==> config.mk <==
export PLATFORM = sky130hd
export DESIGN_NAME = ordered_store_buffer
export DESIGN_NICKNAME = d
export VERILOG_FILES = /design/src/rtl/ordered_store_buffer.sv
export SDC_FILE = /design/constraint.sdc
export NUM_CORES = 1
export LEC_CHECK = 0
export BUFFER_PORTS_ARGS = -buffer_cell sky130_fd_sc_hd__buf_2
export CORE_ASPECT_RATIO = 2
export CORE_MARGIN = 2
export CORE_UTILIZATION = 34
export CTS_BUF_LIST = sky130_fd_sc_hd__clkbuf_8
export CTS_CLUSTER_SIZE = 8
export DETAILED_ROUTE_END_ITERATION = 8
export PLACE_DENSITY_LB_ADDON = 0.3
export SYNTH_ARGS = -nofsm -noshare
export SYNTH_HDL_FRONTEND = slang
export SYNTH_SLANG_ARGS = --single-unit
==> constraint.sdc <==
create_clock -name clk -period 4.07 [get_ports clk]
set_input_delay 0 -clock clk [delete_from_list [all_inputs] [get_ports clk]]
set_output_delay 0 -clock clk [all_outputs]
set_load 0.005 [all_outputs]
==> src/rtl/ordered_store_buffer.sv <==
module ordered_store_buffer #(
  parameter int AW     = 32,
  parameter int DW     = 32,
  parameter int DEPTH  = 4,
  parameter int STARVE = 8
) (
  input  logic          clk,
  input  logic          rst_n,
  input  logic          req_valid,
  output logic          req_ready,
  input  logic [2:0]    req_kind,
  input  logic [AW-1:0] req_addr,
  input  logic [DW-1:0] req_wdata,
  output logic          rsp_valid,
  output logic [DW-1:0] rsp_rdata,
  output logic          mem_valid,
  input  logic          mem_ready,
  output logic          mem_we,
  output logic [AW-1:0] mem_addr,
  output logic [DW-1:0] mem_wdata,
  input  logic          mem_rvalid,
  input  logic [DW-1:0] mem_rdata
);

  localparam int PW = (DEPTH > 1) ? $clog2(DEPTH) : 1;
  localparam int CW = $clog2(DEPTH + 1);
  localparam int GW = $clog2(STARVE + 1);

  localparam logic [2:0] K_LOAD   = 3'd0;
  localparam logic [2:0] K_STORE  = 3'd1;
  localparam logic [2:0] K_LFENCE = 3'd2;
  localparam logic [2:0] K_SFENCE = 3'd3;

  function automatic logic [PW-1:0] step(input logic [PW-1:0] p);
    return (p == PW'(DEPTH - 1)) ? '0 : p + 1'b1;
  endfunction

  logic [AW-1:0] buf_addr [DEPTH];
  logic [DW-1:0] buf_data [DEPTH];
  logic [PW-1:0] head_q, tail_q;
  logic [CW-1:0] count_q;
  logic [GW-1:0] age_q;
  logic          rd_busy_q;
  logic          fwd_q;
  logic [DW-1:0] fwd_data_q;

  logic          hit;
  logic [DW-1:0] hit_data;
  logic          empty, full, starved;
  logic          is_load, load_cand, fwd_take;
  logic          gnt_store, gnt_load;
  logic          push, drain, issue;

  assign empty   = (count_q == '0);
  assign full    = (count_q == CW'(DEPTH));
  assign starved = (age_q >= GW'(STARVE));
  assign is_load = req_valid && (req_kind == K_LOAD);

  always_comb begin
    int j;
    hit      = 1'b0;
    hit_data = '0;
    for (int i = 0; i < DEPTH; i++) begin
      j = (int'(head_q) + i) % DEPTH;
      if (i < int'(count_q) && buf_addr[PW'(j)] == req_addr) begin
        hit      = 1'b1;
        hit_data = buf_data[PW'(j)];
      end
    end
  end

  assign load_cand = is_load && !rd_busy_q && !hit;
  assign fwd_take  = is_load && !rd_busy_q && hit;
  assign gnt_store = !empty && (!load_cand || starved);
  assign gnt_load  = load_cand && !gnt_store;

  assign mem_valid = gnt_store || gnt_load;
  assign mem_we    = gnt_store;
  assign mem_addr  = gnt_store ? buf_addr[head_q] : req_addr;
  assign mem_wdata = buf_data[head_q];

  assign drain = mem_valid && mem_ready && mem_we;
  assign issue = mem_valid && mem_ready && !mem_we;

  always_comb begin
    case (req_kind)
      K_LOAD:   req_ready = !rd_busy_q && (hit || issue);
      K_STORE:  req_ready = !full;
      K_LFENCE: req_ready = !rd_busy_q;
      K_SFENCE: req_ready = empty;
      default:  req_ready = empty && !rd_busy_q;
    endcase
  end

  assign push = req_valid && (req_kind == K_STORE) && !full;

  assign rsp_valid = fwd_q || (rd_busy_q && mem_rvalid);
  assign rsp_rdata = fwd_q ? fwd_data_q : mem_rdata;

  always_ff @(posedge clk) begin
    if (push) begin
      buf_addr[tail_q] <= req_addr;
      buf_data[tail_q] <= req_wdata;
    end
  end

  always_ff @(posedge clk or negedge rst_n) begin
    if (!rst_n) begin
      head_q     <= '0;
      tail_q     <= '0;
      count_q    <= '0;
      age_q      <= '0;
      rd_busy_q  <= 1'b0;
      fwd_q      <= 1'b0;
      fwd_data_q <= '0;
    end else begin
      if (push)  tail_q <= step(tail_q);
      if (drain) head_q <= step(head_q);
      count_q <= count_q + CW'(push) - CW'(drain);
      if (empty || drain)  age_q <= '0;
      else if (!starved)   age_q <= age_q + 1'b1;
      if (issue)           rd_busy_q <= 1'b1;
      else if (mem_rvalid) rd_busy_q <= 1'b0;
      fwd_q <= fwd_take;
      if (fwd_take) fwd_data_q <= hit_data;
    end
  end

  p_bound_r1: assert property (@(posedge clk) disable iff (!rst_n)
    count_q <= CW'(DEPTH)) else $error("buffer count above depth");

  p_push_r1: assert property (@(posedge clk) disable iff (!rst_n)
    (req_valid && req_ready && req_kind == K_STORE && !drain) |=> count_q == $past(count_q) + 1'b1)
    else $error("accepted store not counted");

  p_drain_r2: assert property (@(posedge clk) disable iff (!rst_n)
    (drain && !(req_valid && req_ready && req_kind == K_STORE)) |=> count_q == $past(count_q) - 1'b1)
    else $error("written store not removed");

  p_pass_r3: assert property (@(posedge clk) disable iff (!rst_n)
    (load_cand && !starved) |-> (mem_valid && !mem_we))
    else $error("missing load did not get the port");

  p_fwd_nomem_r4: assert property (@(posedge clk) disable iff (!rst_n)
    (is_load && hit) |-> !(mem_valid && !mem_we))
    else $error("forwarded load went to memory");

  p_fwd_rsp_r4: assert property (@(posedge clk) disable iff (!rst_n)
    (is_load && req_ready && hit) |=> rsp_valid)
    else $error("forwarded response late");

  p_one_read_r5: assert property (@(posedge clk) disable iff (!rst_n)
    rd_busy_q |-> !(mem_valid && !mem_we))
    else $error("second read while one outstanding");

  p_rsp_excl_r5: assert property (@(posedge clk) disable iff (!rst_n)
    !(fwd_q && rd_busy_q && mem_rvalid))
    else $error("two responses in one cycle");

  p_lfence_r6: assert property (@(posedge clk) disable iff (!rst_n)
    (req_valid && req_ready && req_kind == K_LFENCE) |-> !rd_busy_q)
    else $error("load fence passed an open read");

  p_sfence_r7: assert property (@(posedge clk) disable iff (!rst_n)
    (req_valid && req_ready && req_kind == K_SFENCE) |-> !mem_valid)
    else $error("store fence passed a buffered store");

  p_mfence_r8: assert property (@(posedge clk) disable iff (!rst_n)
    (req_valid && req_ready && req_kind[2]) |-> (!mem_valid && !rd_busy_q))
    else $error("full fence passed pending work");

  p_starve_r9: assert property (@(posedge clk) disable iff (!rst_n)
    (starved && !empty) |-> (mem_valid && mem_we))
    else $error("aged store lost the port");

endmodule

==> results.toml <==
[sta]
fin_crit_ns = 4.82
rsz0062_at_grt = "yes"
skew_ns = 0.0597
hold_slack_ns = 0.157
tightest_slew_ns = 0.920
setup_violations = 71
fmax_ghz = 0.208
drv_slew = 0
slew-limit-headroom_pct = 38.7
hold_viol_final = 0
worst_slack_ns = -0.747
fin_crit_sh_pct = 118

[drt]
viasPerCell = 5.85
ant_nets = 0
vias = 15000
wl_per_cell_um = 26.5
drc = 0
drt_iter0_markers = 1220
routed_wl_um = 68100
dr.pass1.iters = 6

[synthesis]
yosys.area_share.simple_pct = 4.63
synth_xor_xnor_area_share_pct = 5.16
synth_adder_area_share_pct = 0.788
ys_ff_latch = 301
yosys-mux-area-fraction_pct = 33.3
ys_types = 70
synth_ff_type = "edfxtp_1"
syn_area_per_cell_um2 = 14.6
synth_warnings = 0
synthArstFlopShare_pct = 15.0
synthCells = 1370
syn_nets = 1486
syn_area_um2 = 20000
synth-compound-area-share_pct = 7.92
synth-seq-area-share_pct = 44.0
synth_enable_flop_cells = 256
synth_top_family_by_area = "multiplexers"

[power]
powerDensity_nw_per_um2 = 673
p_leak_uw = 0.00934
vdd_drop_max_v = 0.000404

[grt]
grt_pass1_wl_um = 98900
antenna_found_initial = 2
grt_max_degree = 65
grt-ovfl-total = 0
grt_use_total_pct = 21.9
grt_pass1_vias = 15600

[floorplan]
die_y_um = 347
fp.dieW_um = 176
design.die.area_um2 = 60900
start_util_pct = 34.4
rows = 125
pin_count = 204
core-area_um2 = 58200

[layout]
layout_common_cells = "edfxtp_1 (256), mux4_2 (213), buf_2 (173), buf_4 (147), mux2i_1 (86)"
utilization_pct = 44.2
drive_gt1_share_pct = 45.2
final_cells = 2566
fin_nets = 1886
area_growth_syn_to_layout_pct = 28.6
mostFrequentLayoutCell = "edfxtp_1"

[setup_path]
slowest_stage = "dfrtp_4"
crit_arrival_ns = 4.82
startpoint_type = "flip-flop"
required_ns = 4.07
end_kind = "primary output"
path_class = "flip-flop to primary output"
cp_cell_sequence = "ha_4 > buf_6 > buf_12 > buf_8 > mux4_2 > xnor2_1 > nand4_1 > or3_4 > o22ai_2 > or3b_4 > buf_8 > o31ai_4 > buf_12 > buf_16 > mux2_4 > buf_6"
cpPeakStageDelay_ns = 0.50
cp_max_fo = 7
reg2reg_depth = 19

[placement]
dp_hpwl_um = 46400
place_inst = 2358
numPortBuffers = 203
gp_congestion = 0.978

[clock_network]
cts.sink_count = 301
cts_buffer_depth = 3
clockRootBuffer = "clkbuf_8"
clkSlewWorstSetupHoldPaths_ns = 0.07
cts_buffers = 48
clkLatencyLatePin_ns = 0.64
cts_tree = "done"
h-tree-depth = 2

[hold_path]
whs_path_depth = 2
holdCritPathClass = "primary input to flip-flop"

[job]
cap_violations = 0

[run_status]
violations = "negative setup slack"
status = "finished with violations"
## cells in the mapped netlist, types with 3 or more instances
| cell type | n | area share [%] |
|---|---|---|
| a22oi_1 | 39 | 1.5 |
| a21oi_1 | 21 | 0.53 |
| nor2_1 | 46 | 0.86 |
| edfxtp_1 | 256 | 38 |
| mux2_1 | 3 | 0.17 |
| nand3_1 | 31 | 0.78 |
| a211o_1 | 10 | 0.44 |
| and2_1 | 6 | 0.19 |
| buf_2 | 36 | 0.90 |
| dfrtp_1 | 45 | 5.6 |
| or4_1 | 3 | 0.11 |
| xor2_1 | 52 | 2.3 |
| or3_1 | 4 | 0.13 |
| buf_6 | 13 | 0.73 |
| clkbuf_1 | 53 | 0.99 |
| buf_8 | 4 | 0.30 |
| buf_1 | 17 | 0.32 |
| buf_4 | 14 | 0.53 |
| mux2_4 | 29 | 2.2 |
| inv_1 | 18 | 0.34 |
| nand2_1 | 60 | 1.1 |
| o21a_1 | 3 | 0.11 |
| mux2_2 | 39 | 2.2 |
| o211ai_1 | 5 | 0.19 |
| mux4_2 | 213 | 24 |
| a31oi_1 | 13 | 0.41 |
| o2111ai_1 | 5 | 0.22 |
| o221ai_1 | 5 | 0.22 |
| o21ai_0 | 9 | 0.23 |
| nor3_1 | 11 | 0.28 |
| a2111oi_0 | 6 | 0.26 |
| xnor2_1 | 66 | 2.9 |
| a211oi_1 | 29 | 1.1 |
| mux2i_1 | 96 | 4.8 |
| nand2b_1 | 3 | 0.094 |
| o22ai_1 | 8 | 0.25 |
| ha_1 | 11 | 0.69 |
| nand4_1 | 12 | 0.38 |
| o22a_1 | 28 | 1.2 |
| nor4_1 | 12 | 0.38 |
## metrics by stage
stage          TNS [ns]  total power [µW]  setup slack (ns)  cell area (µm²)
2_1_floorplan         0             10300           0.00652            20000
3_3_place_gp     -23.20             13300            -0.515            22700
3_5_place_dp     -22.76             13300            -0.509            22700
4_1_cts          -33.97             16900            -0.761            25300
5_1_grt          -40.05             18100            -0.825            25700
6_report         -34.68             17300            -0.747            25700
## state kept, by name, summed over array words and instances, names as in the netlist
signal and cells:
tail_q 2, count_q 3, head_q 2, buf_data 128, age_q 4, fwd_q 1, fwd_data_q 32, buf_addr 128
rd_busy_q 1
## final cells by class
| type | instances | area [µm²] |
|---|---|---|
| tap | 762 | 953 |
| clock inverter | 33 | 170 |
| inverter | 19 | 73.8 |
| clock buffer | 49 | 674 |
| sequential | 301 | 8820 |
| multi-input combinational | 912 | 10700 |
| timing repair buffer | 488 | 4300 |
| fill | 5289 | 32400 |
| antenna | 2 | 5.00 |
## worst max-delay path: cells and delay by family (launching register included)
family	cells	cell delay, ns
adders and majority gates	1	0.35
buffers and inverters	7	1.06
and+or+nand+nor	3	0.93
DFF	1	0.50
xor gates and xnor gates	1	0.15
muxes	2	0.84
AOI/OAI and AO/OA	2	0.31
## cell families after synthesis
kind of cell / count (synthesis)
mux: 380
flops: 301
compound gates: 206
simple gates: 196
fa+ha+maj: 12
xor+xnor: 118
buf+inv: 157
## timing repair
| item | CTS | global route |
|---|---|---|
| gates cloned | 10 | 3 |
| hold buffers | 74 | 0 |
| endpoints found under the hold margin | 310 | 0 |
| pin swaps | 15 | 18 |
| resized for setup | 91 | 53 |
| endpoints found under the setup margin | 76 | 78 |
| setup buffers | 29 | 14 |
## power breakdown
| part | internal (µW) | switching [µW] |
|---|---|---|
| Combinational | 6110 | 5200 |
| Sequential | 3480 | 103 |
| Clock | 1170 | 1250 |
| Total | 10800 | 6560 |
## path summary, 6_finish.rpt
kind | slack, ns | end | startpoint
max | -0.75 | mem_addr[25] | head_q[0]$_DFFE_PN0P_
min | 0.16 | buf_data[3][22]$_DFFE_PP_ | req_wdata[22]
max reg2reg | -0.57 | count_q[2]$_DFF_PN0_ | head_q[0]$_DFFE_PN0P_
min reg2reg | 0.51 | fwd_data_q[12]$_DFFE_PN0P_ | fwd_data_q[12]$_DFFE_PN0P_
max in group asynchronous | 3.12 | fwd_data_q[31]$_DFFE_PN0P_ | rst_n
min in group asynchronous | 0.50 | tail_q[1]$_DFFE_PN0P_ | rst_n
## routing by layer
metal	part of all wire [%]	vias to the layer above	GRT usage (%)
li1	-	6400	-
met2	54	694	40.4
met3	4.8	220	2.42
met1	33	7688	22.4
met4	8.3	2	16.8
met5	0.019	-	0
No activity file was read; power rests on OpenSTA's default activity.
